File: config.mk
export PLATFORM = sky130hd
export DESIGN_NAME = serial_audio_rx
export DESIGN_NICKNAME = d
export VERILOG_FILES = /design/src/rtl/srx_pkg.sv /design/src/rtl/srx_sync.sv /design/src/rtl/srx_frame.sv /design/src/rtl/srx_collect.sv /design/src/rtl/srx_format.sv /design/src/rtl/serial_audio_rx.sv
export SDC_FILE = /design/constraint.sdc
export NUM_CORES = 1
export LEC_CHECK = 0
export ABC_CLOCK_PERIOD_IN_PS = 5350
export BUFFER_PORTS_ARGS = -buffer_cell sky130_fd_sc_hd__buf_4
export CELL_PAD_IN_SITES_DETAIL_PLACEMENT = 1
export CELL_PAD_IN_SITES_GLOBAL_PLACEMENT = 1
export CORE_ASPECT_RATIO = 1.25
export CORE_MARGIN = 5
export CORE_UTILIZATION = 51
export CTS_CLUSTER_SIZE = 24
export DETAILED_ROUTE_END_ITERATION = 8
export PLACE_DENSITY_LB_ADDON = 0.1
export SLEW_MARGIN = 20
export SYNTH_ARGS = -nofsm -noshare
export SYNTH_HDL_FRONTEND = slang
export SYNTH_SLANG_ARGS = --single-unit
File: constraint.sdc
create_clock -name clk_i -period 5.35 [get_ports clk_i]
set_input_delay 0.535 -clock clk_i [delete_from_list [all_inputs] [get_ports clk_i]]
set_output_delay 0.535 -clock clk_i [all_outputs]
set_load 0.02 [all_outputs]
File: src/rtl/srx_pkg.sv
package srx_pkg;

    typedef enum logic [1:0] {
        WSEL_8   = 2'b00,
        WSEL_16  = 2'b01,
        WSEL_24  = 2'b10,
        WSEL_RSV = 2'b11
    } wsel_e;

    // Number of sample bits for a width select code.
    function automatic int wsel_bits(input logic [1:0] sel);
        case (wsel_e'(sel))
            WSEL_8:  return 8;
            WSEL_16: return 16;
            default: return 24;
        endcase
    endfunction

endpackage

File: src/rtl/srx_sync.sv
// Brings the serial pins into the system clock domain and flags bit-clock rises.
module srx_sync #(
    parameter int STAGES = 2
) (
    input  logic clk_i,
    input  logic rst_ni,
    input  logic sck_i,
    input  logic ws_i,
    input  logic sd_i,
    output logic rise_o,
    output logic ws_o,
    output logic sd_o
);

    typedef struct packed {
        logic [STAGES-1:0] sck;
        logic [STAGES-1:0] ws;
        logic [STAGES-1:0] sd;
        logic              sck_prev;
    } sync_t;

    sync_t sync_d, sync_q;

    always_comb begin
        sync_d        = sync_q;
        sync_d.sck[0] = sck_i;
        sync_d.ws[0]  = ws_i;
        sync_d.sd[0]  = sd_i;
        for (int i = 1; i < STAGES; i++) begin
            sync_d.sck[i] = sync_q.sck[i-1];
            sync_d.ws[i]  = sync_q.ws[i-1];
            sync_d.sd[i]  = sync_q.sd[i-1];
        end
        sync_d.sck_prev = sync_q.sck[STAGES-1];
    end

    always_ff @(posedge clk_i or negedge rst_ni) begin
        if (!rst_ni) begin
            sync_q <= '0;
        end else begin
            sync_q <= sync_d;
        end
    end

    assign rise_o = sync_q.sck[STAGES-1] & ~sync_q.sck_prev;
    assign ws_o   = sync_q.ws[STAGES-1];
    assign sd_o   = sync_q.sd[STAGES-1];

endmodule

File: src/rtl/srx_frame.sv
// Tracks word-select at each bit-clock rise and issues capture / emit commands.
module srx_frame (
    input  logic clk_i,
    input  logic rst_ni,
    input  logic rise_i,
    input  logic ws_i,
    input  logic i2s_i,
    output logic take_o,
    output logic emit_o,
    output logic restart_o,
    output logic seed_o,
    output logic chan_o
);

    typedef struct packed {
        logic known;
        logic active;
        logic ref_ws;
    } frame_t;

    frame_t frame_d, frame_q;

    always_comb begin
        frame_d   = frame_q;
        take_o    = 1'b0;
        emit_o    = 1'b0;
        restart_o = 1'b0;
        seed_o    = 1'b0;
        if (rise_i) begin
            if (!frame_q.known) begin
                frame_d.known  = 1'b1;
                frame_d.ref_ws = ws_i;
            end else if (ws_i != frame_q.ref_ws) begin
                // Delayed framing: this bit still closes the old half-frame.
                take_o         = i2s_i;
                emit_o         = frame_q.active;
                restart_o      = 1'b1;
                seed_o         = ~i2s_i;
                frame_d.ref_ws = ws_i;
                frame_d.active = 1'b1;
            end else begin
                take_o = 1'b1;
            end
        end
    end

    always_ff @(posedge clk_i or negedge rst_ni) begin
        if (!rst_ni) begin
            frame_q <= '0;
        end else begin
            frame_q <= frame_d;
        end
    end

    assign chan_o = frame_q.ref_ws;

endmodule

File: src/rtl/srx_collect.sv
// Keeps the first MAX_W bits (head) and the last MAX_W bits (tail) of a half-frame.
module srx_collect #(
    parameter int MAX_W = 24,
    parameter int CNT_W = 5
) (
    input  logic             clk_i,
    input  logic             rst_ni,
    input  logic             take_i,
    input  logic             restart_i,
    input  logic             seed_i,
    input  logic             bit_i,
    output logic [MAX_W-1:0] head_o,
    output logic [MAX_W-1:0] tail_o,
    output logic [CNT_W-1:0] cnt_o
);

    localparam logic [CNT_W-1:0] CNT_MAX = {CNT_W{1'b1}};

    typedef struct packed {
        logic [MAX_W-1:0] head;
        logic [MAX_W-1:0] tail;
        logic [CNT_W-1:0] cnt;
    } col_t;

    col_t col_q, col_d, view;

    always_comb begin
        // View of the half-frame including the bit taken this cycle.
        view = col_q;
        if (take_i) begin
            for (int k = 0; k < MAX_W; k++) begin
                if (col_q.cnt == CNT_W'(k)) begin
                    view.head[MAX_W-1-k] = bit_i;
                end
            end
            view.tail = {col_q.tail[MAX_W-2:0], bit_i};
            if (col_q.cnt != CNT_MAX) begin
                view.cnt = col_q.cnt + 1'b1;
            end
        end

        col_d = view;
        if (restart_i) begin
            col_d = '0;
            if (seed_i) begin
                col_d.head[MAX_W-1] = bit_i;
                col_d.tail[0]       = bit_i;
                col_d.cnt           = CNT_W'(1);
            end
        end
    end

    always_ff @(posedge clk_i or negedge rst_ni) begin
        if (!rst_ni) begin
            col_q <= '0;
        end else begin
            col_q <= col_d;
        end
    end

    assign head_o = view.head;
    assign tail_o = view.tail;
    assign cnt_o  = view.cnt;

endmodule

File: src/rtl/srx_format.sv
// Turns captured bits into a right-justified sample per alignment and width.
module srx_format #(
    parameter int MAX_W = 24,
    parameter int CNT_W = 5
) (
    input  logic [MAX_W-1:0] head_i,
    input  logic [MAX_W-1:0] tail_i,
    input  logic [CNT_W-1:0] cnt_i,
    input  logic             right_i,
    input  logic [1:0]       wsel_i,
    output logic [MAX_W-1:0] sample_o
);
    import srx_pkg::*;

    int w;
    int n;
    logic sign;

    always_comb begin
        w = wsel_bits(wsel_i);
        if (w > MAX_W) begin
            w = MAX_W;
        end
        n        = int'(cnt_i);
        sign     = 1'b0;
        sample_o = '0;
        for (int j = 0; j < MAX_W; j++) begin
            if (j + 1 == n) begin
                sign = tail_i[j];
            end
        end
        for (int i = 0; i < MAX_W; i++) begin
            if (i < w) begin
                if (!right_i) begin
                    sample_o[i] = head_i[MAX_W - w + i];
                end else if (n >= w || i < n) begin
                    sample_o[i] = tail_i[i];
                end else begin
                    sample_o[i] = sign;
                end
            end
        end
    end

endmodule

File: src/rtl/serial_audio_rx.sv
module serial_audio_rx #(
    parameter int MAX_W       = 24,
    parameter int CNT_W       = 5,
    parameter int SYNC_STAGES = 2
) (
    input  logic             clk_i,
    input  logic             rst_ni,
    input  logic             sck_i,
    input  logic             ws_i,
    input  logic             sd_i,
    input  logic             cfg_i2s_i,
    input  logic             cfg_right_i,
    input  logic [1:0]       cfg_wsel_i,
    output logic [MAX_W-1:0] sample_o,
    output logic             chan_o,
    output logic             valid_o
);

    logic             rise, ws_s, sd_s;
    logic             take, emit, restart, seed, frame_chan;
    logic [MAX_W-1:0] head, tail, fmt;
    logic [CNT_W-1:0] cnt;

    srx_sync #(.STAGES(SYNC_STAGES)) u_sync (
        .clk_i  (clk_i),
        .rst_ni (rst_ni),
        .sck_i  (sck_i),
        .ws_i   (ws_i),
        .sd_i   (sd_i),
        .rise_o (rise),
        .ws_o   (ws_s),
        .sd_o   (sd_s)
    );

    srx_frame u_frame (
        .clk_i     (clk_i),
        .rst_ni    (rst_ni),
        .rise_i    (rise),
        .ws_i      (ws_s),
        .i2s_i     (cfg_i2s_i),
        .take_o    (take),
        .emit_o    (emit),
        .restart_o (restart),
        .seed_o    (seed),
        .chan_o    (frame_chan)
    );

    srx_collect #(.MAX_W(MAX_W), .CNT_W(CNT_W)) u_collect (
        .clk_i     (clk_i),
        .rst_ni    (rst_ni),
        .take_i    (take),
        .restart_i (restart),
        .seed_i    (seed),
        .bit_i     (sd_s),
        .head_o    (head),
        .tail_o    (tail),
        .cnt_o     (cnt)
    );

    srx_format #(.MAX_W(MAX_W), .CNT_W(CNT_W)) u_format (
        .head_i   (head),
        .tail_i   (tail),
        .cnt_i    (cnt),
        .right_i  (cfg_right_i),
        .wsel_i   (cfg_wsel_i),
        .sample_o (fmt)
    );

    typedef struct packed {
        logic [MAX_W-1:0] sample;
        logic             chan;
        logic             valid;
    } out_t;

    out_t out_d, out_q;

    always_comb begin
        out_d       = out_q;
        out_d.valid = emit;
        if (emit) begin
            out_d.sample = fmt;
            out_d.chan   = frame_chan;
        end
    end

    always_ff @(posedge clk_i or negedge rst_ni) begin
        if (!rst_ni) begin
            out_q <= '0;
        end else begin
            out_q <= out_d;
        end
    end

    assign sample_o = out_q.sample;
    assign chan_o   = out_q.chan;
    assign valid_o  = out_q.valid;

endmodule

# After elaboration in Yosys (flattened, before gate mapping)
# Index checks and enable logic that the tools add are counted.
[op_classes] addsub=25 n_lt_le_gt_ge=74 n_eq_ne=51 mux=213 bitwise_logic=3 n_reduce_logical=28
[ops] cell="$lt A32 B7 Y1 const B" count=24
[ops] cell="$add A32 B5 Y32 const B" count=8
[ops] cell="$add A32 B6 Y32 const B" count=8
[ops] cell="$mux W1" count=183
[ops] cell="$add A32 B4 Y32 const B" count=4
[ops] cell="$bmux W1 S5" count=24
[ops] cell="$mux W53" count=2
[ops] cell="$eq A5 B5 Y1 const A" count=16
[ops] cell="$lt A4 B5 Y1 const A" count=16
[ops] cell="$lt A5 B5 Y1 const A" count=16
[ops] cell="$add A32 B3 Y32 const B" count=2
[ops] cell="$eq A5 B4 Y1 const B" count=8
[ops] cell="$eq A5 B5 Y1 const B" count=8
[ops] cell="$lt A3 B5 Y1 const A" count=8
[ops] cell="$add A32 B2 Y32 const B" count=1
[ops] cell="$eq A4 B5 Y1 const A" count=5
[ops] cell="$logic_or A1 B1 Y1" count=24
[ops] cell="$eq A5 B3 Y1 const B" count=4
[ops] cell="$lt A1 B5 Y1 const A" count=4
[ops] cell="$lt A2 B5 Y1 const A" count=4
[ops] cell="$eq A3 B5 Y1 const A" count=2
[ops] cell="$eq A5 B2 Y1 const B" count=2
[ops] cell="$mux W5" count=2
[ops] cell="$pmux W5 S2" count=1
[ops] cell="other kinds (17)" count=18
[word_totals] register_bits=89 out_inout_bits=26 wordCells=407

# Depth between registers and ports, before layout
[depth] word_depth=33 ltp_mapped=15

# Hierarchy
# From an unflattened synthesis, not the netlist that was laid out.
[hier_totals] hier_cells=592 area_unflattened_um2=5899.4
[modules_own_cells] mod="srx_collect" n_inst=1 cells_each=257 area_per_inst_um2=2917.8
[modules_own_cells] mod="srx_format" n_inst=1 cells_each=261 area_per_inst_um2=1577.8
[modules_own_cells] mod="serial_audio_rx" n_inst=1 cells_each=54 area_per_inst_um2=1058.5
[modules_own_cells] mod="srx_sync" n_inst=1 cells_each=8 area_per_inst_um2=188.9
[modules_own_cells] mod="srx_frame" n_inst=1 cells_each=12 area_per_inst_um2=156.4

# Least setup slack after synthesis
# OpenSTA, ideal clock, no wires.
[synth_timing] path_kind="register to register" from="register u_frame.frame_q, in the netlist u_frame.chan_o" to="register out_q, in the netlist sample_o[1]" arrival_time_ps=3280 slack_ps=1946 stages_incl_launch_ff=15 path_cell_list="dfrtp_1 xor2_2 a211oi_1 nand3_1 nand2_1 clkbuf_1 ha_1 inv_1 a21oi_1 and3_1 clkbuf_1 nand2_1 nor3_1 mux2i_1 a211o_1"
[synth_between] elab_chain_len=33 word_cells_on_any_way=65 classes_between="order compare: 2; eq/ne: 25; mux: 37; reduce/logical: 1"
[synth_lines] item="from (decl)" line="srx_frame.sv:21" text="frame_t frame_d, frame_q;"
[synth_lines] item="from (signal assigned)" line="srx_frame.sv:51" text="frame_q <= frame_d;"
[synth_lines] item="$ne A1 B1 Y1 (*)" line="srx_frame.sv:33" text="end else if (ws_i != frame_q.ref_ws) begin"
[synth_lines] item="$mux W1" line="srx_frame.sv:33"
[synth_lines] item="$mux W1" line="srx_frame.sv:30" text="if (!frame_q.known) begin"
[synth_lines] item="$mux W1" line="srx_frame.sv:29" text="if (rise_i) begin"
[synth_lines] item="$mux W53" line="srx_collect.sv:30" text="if (take_i) begin"
[synth_lines] item="$eq A2 B5 Y1" line="srx_format.sv:28" text="if (j + 1 == n) begin"
[synth_lines] item="$mux W1 (24 in series)" line="srx_format.sv:28"
[synth_lines] item="$mux W1" line="srx_format.sv:36" text="end else if (n >= w || i < n) begin"
[synth_lines] item="$mux W1" line="srx_format.sv:34" text="if (!right_i) begin"
[synth_lines] item="$mux W1" line="srx_format.sv:33" text="if (i < w) begin"
[synth_lines] item="to (signal assigned)" line="serial_audio_rx.sv:90" text="out_q <= out_d;"
[synth_lines] item="to (decl)" line="serial_audio_rx.sv:75" text="out_t out_d, out_q;"
# Every way passes the cells marked *; elsewhere a longest branch is shown, timed or not. The select of a mux whose other input is x is not followed.
# A chain may end at the register's enable or synchronous reset.

# Worst setup path in the final report
[layout_timing] from="register u_collect.col_q[0] in the netlist's numbering" to="register out_q, in the netlist sample_o[1]"
[layout_between] elab_chain_len=31 word_cells_on_any_way=109 classes_between="add/sub: 1; order compare: 2; eq/ne: 48; mux: 56; reduce/logical: 2"
[layout_lines] item="from (decl)" line="srx_collect.sv:25" text="col_t col_q, col_d, view;"
[layout_lines] item="from (signal assigned)" line="srx_collect.sv:57" text="col_q <= col_d;"
[layout_lines] item="$add A5 B1 Y5 / $ne A5 B5 Y1 (equally long branches)" line="srx_collect.sv:38, srx_collect.sv:37"
[layout_lines] item="$mux W5" line="srx_collect.sv:37" text="if (col_q.cnt != CNT_MAX) begin"
[layout_lines] item="$mux W53 (*)" line="srx_collect.sv:30"
[layout_lines] item="$eq A2 B5 Y1" line="srx_format.sv:28"
[layout_lines] item="$mux W1 (24 in series)" line="srx_format.sv:28"
[layout_lines] item="$mux W1" line="srx_format.sv:36"
[layout_lines] item="$mux W1 (*)" line="srx_format.sv:34"
[layout_lines] item="$mux W1 (*)" line="srx_format.sv:33"
# Marked as above.

==> run_results.csv <==
group,metric,value,unit
clock_tree,holdBufCountCts,0,
floorplanning,core,0.01119,mm2
clock_tree,root_buffer,"clkbuf_16",
cells_and_area,num_antenna_cells,0,
power_and_ir_drop,p_per_area,485.7,mW/mm2
cells_and_area,syn_to_final_growth,10.26,%
critical_path,cp-start-kind,"register",
cells_and_area,regArea,0.002227,mm2
cells_and_area,fillers,1343,
timing,layout_min_cycle_time,4838,ps
clock_tree,clk_latency,350,ps
cells_and_area,drive_gt1_share,14.94,%
timing,hold_violations,0,
cells_and_area,final_nets,688,
worst_hold_path,hold_path.class,"in2async",
drt,drt_first_pass_iters,5,
clock_tree,cts_tree,"yes",
critical_path,r2r_slack,510,ps
logic_synthesis,syn_inst,662,
critical_path,reg2regPathDepth,10,
timing,setup_violations,0,
global_routing,grt_first_pass_wirelength,32980,um
timing,slew_viol_final,0,
timing,grt_setup_unrepaired,"no",
floorplanning,dieWidth,105.8,um
floorplanning,dieArea,0.01373,mm2
power_and_ir_drop,vdd.ir_drop.worst,0.2109,mV
logic_synthesis,ys.flop_type,"dfrtp_1",
critical_path,crit_arrival,5080,ps
clock_tree,ctsResizeCount,0,
critical_path,path_class,"reg2reg",
drt,drc,0,
drt,via_per_inst,6.758,
timing,relSlewSlack,27.54,%
floorplanning,rows,43,
critical_path,end_kind,"register",
placement,place_congestion,0.9349,
global_routing,grt_max_degree,57,
cells_and_area,mostFrequentLayoutCells,"nor2_1, dfrtp_1, nand2_1",
drt,routed_wl,20890,um
drt,wl_per_cell,25.76,um
logic_synthesis,synth.distinct_cells,77,
global_routing,grtUsageTotal,31.47,%
clock_tree,clk_pin_slew,80,ps
logic_synthesis,synth_area,0.005853,mm2
logic_synthesis,ys_seq_area_share,38.05,%
floorplanning,dieHeight,129.8,um
logic_synthesis,async_flop_share,100.0,%
clock_tree,cts_max_level,3,
global_routing,grt_pass1_vias,5718,
clock_tree,clkSinkCount,89,
floorplanning,ioPinCount,35,
critical_path,cp_max_fo,24,
clock_tree,cts_buffers,9,
logic_synthesis,ys_warn_count,0,
drt,vias,5481,
critical_path,worstReg2RegStart,"u_collect.col_q[0]",
logic_synthesis,synth_edf_count,0,
critical_path,r2r_end,"sample_o[1]",
timing,worstMarginPinSlew,1078,ps
timing,clock_skew,9.993,ps
timing,fin_ws,512.0,ps
critical_path,cp.required,5590,ps
cells_and_area,multi_input_area,0.003385,mm2
outcome,outcome,"complete, no violations",
placement,pre_cts_slack,772.3,ps
timing,fmax,0.2067,GHz
placement,hpwl,15520,um
placement,port-buffer-count,34,
drt,ant_nets,0,
timing,setup_tns,0,ps
job,drv_cap,0,
clock_tree,postCtsSetupBuffers,0,
cells_and_area,mostFrequentLayoutCell,"nor2_1",
power_and_ir_drop,total_power,3.135,mW
global_routing,grt_overflow,0,
logic_synthesis,synth-seq-cells,89,
floorplanning,start_util,52.30,%
power_and_ir_drop,p_leak,2.864,nW
timing,finalCritPeriodShare,90.43,%
global_routing,antenna_found_initial,0,
logic_synthesis,synth_nets,679,
drt,first_iter_violations,315,
logic_synthesis,syn_area_per_cell,8.842,um2
clock_tree,cts.path.max_buffers,2,
how the worst max path moves through the flow:
stage,start,endpoint,slack [ps],cells past startpoint
floorplan,u_frame.chan_o,sample_o[1],1950,14
global placement,u_collect.col_q[0],sample_o[5],950,9
detailed placement,u_collect.col_q[0],sample_o[5],770,11
CTS,u_collect.col_q[0],sample_o[1],700,10
global route,u_collect.col_q[0],sample_o[1],210,10
finish,u_collect.col_q[0],sample_o[1],510,10
state kept, by name, indices dropped and copies added, names as in the netlist:
name,cells
u_frame.frame_q,2
u_sync.sd_o,1
u_sync.sync_d,4
u_sync.sync_q,1
sample_o,24
u_frame.chan_o,1
u_collect.col_q,53
valid_o,1
u_sync.ws_o,1
chan_o,1
critical path, cell delays in order (launching register included):
cell	delay, ps
dfrtp_1	850
ha_1	630
nand4_1	580
o2111ai_1	480
a2bb2oi_1	390
o22ai_1	150
o211ai_1	220
o311ai_2	200
a311oi_4	650
mux2i_1	230
a211o_1	330
layout make-up:
cell class	instances	area share (%)
clock buffer	9	3.490
timing repair buffer	44	5.118
clock inverter	7	1.124
multi-input combinational	515	52.44
tap	135	2.617
sequential	89	34.51
inverter	12	0.6979
per-layer routing:
layer	GRT usage, %	wire length [um]	vias up
li1	-	-	2442
met1	38.72	8406	2765
met2	54.43	10330	200
met3	4.701	1076	74
met4	15.40	1072	0
met5	0	0	-
through the flow:
step	area [um2]	instances	hold slack (ps)	utilization, %
floorplan	5853	662	239.4	-
global placement	6156	795	332.6	55.01
detailed placement	6156	795	336.3	55.01
CTS	6454	811	139.4	57.67
global route	6454	811	150.3	57.67
finish	6454	811	119.1	57.67
power by group:
part / leakage (nW) / internal (mW) / switching (mW)
logic: 1.54 / 0.557 / 0.992
clock network: 0.143 / 0.329 / 0.312
registers: 1.18 / 0.801 / 0.144
Yosys cell counts (all sizes together), types with 10 or more instances:
library cell  instances  area, um2
nor3                 15      75.07
mux2                 15      172.7
nand2                67      251.5
inv                  10      37.54
a21oi                29      156.4
nand2b               10      62.56
clkbuf               34      127.6
nand3                19      95.09
mux2i                65      666.9
o22ai                18      112.6
o21ai                34      173.9
buf                  12      76.32
nor2                 93      349.1
dfrtp                89       2227
o211ai               17      132.6
kinds of logic (layout without fill, tap and decap cells):
group                      after synthesis  in the layout  synth area share (%)
AOI/OAI and AO/OA                      171            171                 21.06
xor gates and xnor gates                 5              5                0.8766
adders and majority gates                8              8                 1.710
buffers and inverters                   58             72                 4.254
DFF                                     89             89                 38.05
muxes                                   80             80                 14.34
and+or+nand+nor                        251            251                 19.71
Note: power is estimated with default switching activity, not from simulation.
